--- config.mk ---
export PLATFORM = sky130hd
export DESIGN_NAME = irq_cell_array
export DESIGN_NICKNAME = d
export VERILOG_FILES = /design/src/rtl/irq_cell_pkg.sv /design/src/rtl/irq_sync.sv /design/src/rtl/irq_cell.sv /design/src/rtl/irq_cell_array.sv
export SDC_FILE = /design/constraint.sdc
export NUM_CORES = 1
export LEC_CHECK = 0
export ABC_AREA = 1
export BUFFER_PORTS_ARGS = -buffer_cell sky130_fd_sc_hd__buf_2
export CAP_MARGIN = 20
export CORE_MARGIN = 2
export CORE_UTILIZATION = 30
export DETAILED_ROUTE_END_ITERATION = 10
export REMOVE_ABC_BUFFERS = 1
export SETUP_SLACK_MARGIN = 0.2
export SYNTH_ARGS = -nofsm -noshare
export SYNTH_HDL_FRONTEND = slang
export SYNTH_HIERARCHICAL = 1
export SYNTH_SLANG_ARGS = --single-unit
--- constraint.sdc ---
create_clock -name clk_i -period 1 [get_ports clk_i]
set_clock_uncertainty 0.1 [all_clocks]
set_input_delay 0.2 -clock clk_i [delete_from_list [all_inputs] [get_ports clk_i]]
set_output_delay 0.2 -clock clk_i [all_outputs]
set_load 0.05 [all_outputs]
--- src/rtl/irq_cell_pkg.sv ---
package irq_cell_pkg;
  localparam int unsigned DEF_LEVELS = 8;
  localparam int unsigned DEF_SYNC   = 2;

  typedef enum logic {
    SENSE_EDGE  = 1'b0,
    SENSE_LEVEL = 1'b1
  } sense_e;
endpackage

--- src/rtl/irq_sync.sv ---
module irq_sync #(
  parameter int unsigned WIDTH  = 8,
  parameter int unsigned STAGES = 2
) (
  input  logic             clk_i,
  input  logic             rst_ni,
  input  logic [WIDTH-1:0] d_i,
  output logic [WIDTH-1:0] q_o
);
  logic [WIDTH-1:0] stage_q [STAGES];

  always_ff @(posedge clk_i or negedge rst_ni) begin
    if (!rst_ni) stage_q[0] <= '0;
    else         stage_q[0] <= d_i;
  end

  for (genvar s = 1; s < STAGES; s++) begin : g_stage
    always_ff @(posedge clk_i or negedge rst_ni) begin
      if (!rst_ni) stage_q[s] <= '0;
      else         stage_q[s] <= stage_q[s-1];
    end
  end

  assign q_o = stage_q[STAGES-1];
endmodule

--- src/rtl/irq_cell.sv ---
module irq_cell
  import irq_cell_pkg::*;
(
  input  logic clk_i,
  input  logic rst_ni,
  input  logic ir_i,
  input  logic level_mode_i,
  input  logic freeze_i,
  input  logic mclr_i,
  input  logic mask_we_i,
  input  logic mask_d_i,
  input  logic isr_set_i,
  input  logic isr_clr_i,
  output logic irr_o,
  output logic imr_o,
  output logic isr_o,
  output logic req_o
);
  sense_e sense;
  logic   ir_prev_q, armed_q, irr_q, imr_q, isr_q;
  logic   rise, edge_req, req_in;

  assign sense    = sense_e'(level_mode_i);
  assign rise     = ir_i & ~ir_prev_q;
  assign edge_req = ir_i & (armed_q | rise);
  assign req_in   = (sense == SENSE_LEVEL) ? ir_i : edge_req;

  always_ff @(posedge clk_i or negedge rst_ni) begin
    if (!rst_ni) ir_prev_q <= 1'b0;
    else         ir_prev_q <= ir_i;
  end

  // edge-sense latch: armed by a rising edge, dropped by low line, ack or clear
  always_ff @(posedge clk_i or negedge rst_ni) begin
    if (!rst_ni)                  armed_q <= 1'b0;
    else if (mclr_i || isr_set_i) armed_q <= 1'b0;
    else if (!ir_i)               armed_q <= 1'b0;
    else if (rise)                armed_q <= 1'b1;
  end

  // request latch modeled as clock-enabled register, enable = !freeze
  always_ff @(posedge clk_i or negedge rst_ni) begin
    if (!rst_ni)                  irr_q <= 1'b0;
    else if (mclr_i || isr_set_i) irr_q <= 1'b0;
    else if (!freeze_i)           irr_q <= req_in;
  end

  always_ff @(posedge clk_i or negedge rst_ni) begin
    if (!rst_ni)        imr_q <= 1'b0;
    else if (mclr_i)    imr_q <= 1'b0;
    else if (mask_we_i) imr_q <= mask_d_i;
  end

  always_ff @(posedge clk_i or negedge rst_ni) begin
    if (!rst_ni)        isr_q <= 1'b0;
    else if (mclr_i)    isr_q <= 1'b0;
    else if (isr_set_i) isr_q <= 1'b1;
    else if (isr_clr_i) isr_q <= 1'b0;
  end

  assign irr_o = irr_q;
  assign imr_o = imr_q;
  assign isr_o = isr_q;
  assign req_o = irr_q & ~imr_q;

  a_r5_freeze_hold: assert property (@(posedge clk_i) disable iff (!rst_ni)
    (freeze_i && !mclr_i && !isr_set_i) |=> $stable(irr_q))
    else $error("R5 request changed under freeze");

  a_r8_ack_moves: assert property (@(posedge clk_i) disable iff (!rst_ni)
    (isr_set_i && !mclr_i) |=> (isr_q && !irr_q && !armed_q))
    else $error("R8 acknowledge did not take");

  a_r9_eoi_clears: assert property (@(posedge clk_i) disable iff (!rst_ni)
    (isr_clr_i && !isr_set_i && !mclr_i) |=> !isr_q)
    else $error("R9 end of interrupt ignored");

  a_r7_mask_load: assert property (@(posedge clk_i) disable iff (!rst_ni)
    (mask_we_i && !mclr_i) |=> (imr_q == $past(mask_d_i)))
    else $error("R7 mask not loaded");

  a_r3_armed_needs_line: assert property (@(posedge clk_i) disable iff (!rst_ni)
    armed_q |-> $past(ir_i))
    else $error("R3 edge latch armed without line high");
endmodule

--- src/rtl/irq_cell_array.sv ---
module irq_cell_array
  import irq_cell_pkg::*;
#(
  parameter int unsigned NUM_LEVELS  = DEF_LEVELS,
  parameter int unsigned SYNC_STAGES = DEF_SYNC
) (
  input  logic                  clk_i,
  input  logic                  rst_ni,
  input  logic [NUM_LEVELS-1:0] irq_i,
  input  logic                  level_mode_i,
  input  logic                  freeze_i,
  input  logic                  mclr_i,
  input  logic                  mask_we_i,
  input  logic [NUM_LEVELS-1:0] mask_wdata_i,
  input  logic [NUM_LEVELS-1:0] isr_set_i,
  input  logic [NUM_LEVELS-1:0] isr_clr_i,
  output logic [NUM_LEVELS-1:0] irr_o,
  output logic [NUM_LEVELS-1:0] imr_o,
  output logic [NUM_LEVELS-1:0] isr_o,
  output logic [NUM_LEVELS-1:0] req_o
);
  localparam int unsigned LVL_W = NUM_LEVELS;

  logic [LVL_W-1:0] ir_sync;

  irq_sync #(
    .WIDTH (LVL_W),
    .STAGES(SYNC_STAGES)
  ) u_sync (
    .clk_i (clk_i),
    .rst_ni(rst_ni),
    .d_i   (irq_i),
    .q_o   (ir_sync)
  );

  for (genvar i = 0; i < NUM_LEVELS; i++) begin : g_cell
    irq_cell u_cell (
      .clk_i       (clk_i),
      .rst_ni      (rst_ni),
      .ir_i        (ir_sync[i]),
      .level_mode_i(level_mode_i),
      .freeze_i    (freeze_i),
      .mclr_i      (mclr_i),
      .mask_we_i   (mask_we_i),
      .mask_d_i    (mask_wdata_i[i]),
      .isr_set_i   (isr_set_i[i]),
      .isr_clr_i   (isr_clr_i[i]),
      .irr_o       (irr_o[i]),
      .imr_o       (imr_o[i]),
      .isr_o       (isr_o[i]),
      .req_o       (req_o[i])
    );
  end

  a_r10_master_clear: assert property (@(posedge clk_i) disable iff (!rst_ni)
    mclr_i |=> (irr_o == '0 && imr_o == '0 && isr_o == '0))
    else $error("R10 master clear left state");

  a_r6_no_masked_req: assert property (@(posedge clk_i) disable iff (!rst_ni)
    (req_o & imr_o) == '0)
    else $error("R6 masked level reached resolver");
endmodule

==> impl_metrics.tcl <==
set metrics [dict create \
    syn-cell-area_um2 2092 \
    worstSetupPathType "reg2out" \
    critical-path-slowest-cell "dfrtp_1" \
    finalCritPeriodShare 1.332 \
    synth_area_per_cell_um2 10.46 \
    clock_latency_ns 0.30 \
    clk_path_buf_depth 2 \
    grt_pass1_wl_um 7334 \
    pwr-share-seq 0.497 \
    cp-end-kind "primary output" \
    drc 0 \
    crit_family "flip-flops" \
    routedWlPerCell_um 12.72 \
    grt_start_max_net_pins 57 \
    drt_iter0_markers 26 \
    hold_viol 0 \
    cts.sinks 56 \
    routed_wl_um 4898 \
    synthCells 200 \
    cts_root_buffer "clkbuf_8" \
    worstHoldPathType "in2reg" \
    p_switching_mw 1.269 \
    ant_nets 0 \
    die_area_um2 7657 \
    overflow 0 \
    synthDistinctLibCells 11 \
    status "finished, violations left" \
    hpwl_um 2852 \
    num_vias 1660 \
    gp_congestion 0.7090 \
    maxCapViolCount 0 \
    leakage_nw 1.682 \
    p_sw_frac 0.2584 \
    design.core.area_um2 6756 \
    antenna_found_initial 0 \
    p_per_area_nw_per_um2 1435 \
    drv_slew 0 \
    fin_ws_ns -0.3321 \
    final_cells 385 \
    worst_pin_slew_ns 0.4753 \
    violations "setup timing" \
    ir_worst_vdd_v 0.0007556 \
    comb_power_share 0.181 \
    cp_max_fo 3 \
    path_cells "inv_1 -> nor2_2 -> buf_6" \
    start_util 0.3096 \
    setup_viol 34 \
    place_inst 353 \
    dr.pass1.iters 4 \
    grt_pass1_vias 1653 \
    synth-seq-area-share 0.6699 \
    max_stage_delay_ns 0.40 \
    synthToLayoutAreaGrowth_pct 63.70 \
    cts_buffers 5 \
    finalPower_mw 4.913 \
    ios 70 \
    die_h_um 87.51 \
    ys.warnings.count 6 \
    crit_arrival_ns 1.03 \
    p_clk_frac 0.322 \
    rsz0062_at_grt "yes" \
    clk_pin_slew_worst_paths_ns 0.10 \
    max_freq_ghz 0.7507 \
    final_nets 342 \
    drive_gt1_frac 0.5180 \
    cts_tree "built" \
    synth_seq_cells 56 \
    worst-path-buf-inv 2 \
    fin_crit_ns 1.332 \
    slew_headroom 0.6831 \
    p_int_mw 3.644 \
    antenna_cells 0 \
    fp-row-count 30 \
    avgViaCountPerCell 4.312 \
    crit_required_ns 0.70 \
    die_x_um 87.51 \
    h-tree-depth 2 \
    io_buffer_count 69 \
    grt.total_usage 0.1255 \
    cp-start-kind "flip-flop" \
]
==> per-layer routing <==
layer	GRT usage	vias up	part of all wire
li1	-	823	-
met2	0.2245	50	0.53
met4	0.03357	0	0.0043
met5	0	-	0
met3	0.04265	2	0.060
met1	0.1428	785	0.41
==> power by group through the flow <==
stage	Clock [mW]	Combinational, mW	Sequential [mW]
2_1_floorplan	0	0.149	2.64
3_3_place_gp	0	0.627	2.46
3_5_place_dp	0	0.629	2.47
4_1_cts	1.64	0.774	2.43
5_1_grt	1.73	0.961	2.45
6_report	1.58	0.890	2.44
==> area by class of cell <==
type / instances / area (um2)
Clock buffer: 7 / 96.34
Clock inverter: 1 / 30.03
Fill cell: 599 / 3332
Inverter: 40 / 150.1
Multi-Input combinational cell: 96 / 649.4
Sequential cell: 56 / 1401
Tap cell: 80 / 100.1
Timing Repair Buffer: 105 / 997.2
==> state kept, by name (all words and copies together) (netlist names) <==
name / count
g_cell.u_cell/imr_o: 8
u_sync/q_o: 8
g_cell.u_cell/irr_o: 8
g_cell.u_cell/isr_o: 8
g_cell.u_cell/armed_q: 8
u_sync/stage_q: 8
g_cell.u_cell/ir_prev_q: 8
==> cell families (layout without fill, tap and decap cells) <==
kind of cell,after synthesis,in the layout,synth area share
compound gates,24,24,0.06699
buf+inv,48,153,0.1005
flops,56,56,0.6699
simple gates,72,72,0.1627
==> cells in the final DEF, fill, tap and decap left out, drive strengths merged <==
master / instances
buf: 95
dfrtp: 56
inv: 40
nor2: 40
nand3: 16
dlygate4sd3: 9
and3: 8
o21ai: 8
clkbuf: 8
nand2: 8
a21oi: 8
a211oi: 8
bufinv: 1
==> stage by stage <==
| step | hold slack, ns | setup slack (ns) | utilization | area (um2) | setup TNS [ns] |
|---|---|---|---|---|---|
| 2_1_floorplan | -0.1956 | -0.6573 | - | 2032 | -5.777 |
| 3_3_place_gp | 0.1227 | -0.06472 | 0.3837 | 2592 | -0.3077 |
| 3_5_place_dp | 0.1220 | -0.07419 | 0.3837 | 2592 | -0.4641 |
| 4_1_cts | 0.01006 | -0.3345 | 0.4620 | 3122 | -7.908 |
| 5_1_grt | 0.01893 | -0.4014 | 0.5069 | 3425 | -9.747 |
| 6_report | 0.02549 | -0.3321 | 0.5069 | 3425 | -8.145 |
==> cells in the mapped netlist <==
| cell type | count | share of area |
|---|---|---|
| nor2_1 | 32 | 0.057 |
| nand3_1 | 16 | 0.038 |
| nand2_1 | 8 | 0.014 |
| o21ai_1 | 8 | 0.019 |
| nor2_2 | 8 | 0.024 |
| a21oi_1 | 8 | 0.019 |
| inv_1 | 40 | 0.072 |
| buf_4 | 8 | 0.029 |
| a211oi_1 | 8 | 0.029 |
| dfrtp_1 | 56 | 0.67 |
| and3_2 | 8 | 0.029 |
==> worst min-delay path: stages <==
cell	delay, ns
buf_2	0.10
inv_1	0.04
a211oi_1	0.05
==> path summary, 6_finish.rpt <==
path	startpoint	endpoint	slack, ns	cells past startpoint
min in group asynchronous	rst_ni	g_cell[1].u_cell/armed_q	0.36	3
worst min register to register	u_sync/stage_q[8]	u_sync/q_o[0]	0.25	0
max in group asynchronous	rst_ni	g_cell[5].u_cell/ir_prev_q	0.26	3
worst max register to register	g_cell[6].u_cell/imr_o	g_cell[6].u_cell/imr_o	-0.22	6
worst min-delay path	mask_wdata_i[5]	g_cell[5].u_cell/imr_o	0.03	3
worst max-delay path	g_cell[3].u_cell/irr_o	req_o[3]	-0.33	3
==> repair_timing <==
action                                  in CTS  in global routing
gates resized for setup                     87                 58
endpoints found under the hold margin       64                  0
endpoints found under the setup margin      53                120
hold buffers                                 9                  0
gates cloned                                 0                  1
buffers inserted                             3                 11
pin swaps                                    7                 24
Power figures use the tool's default switching activity.
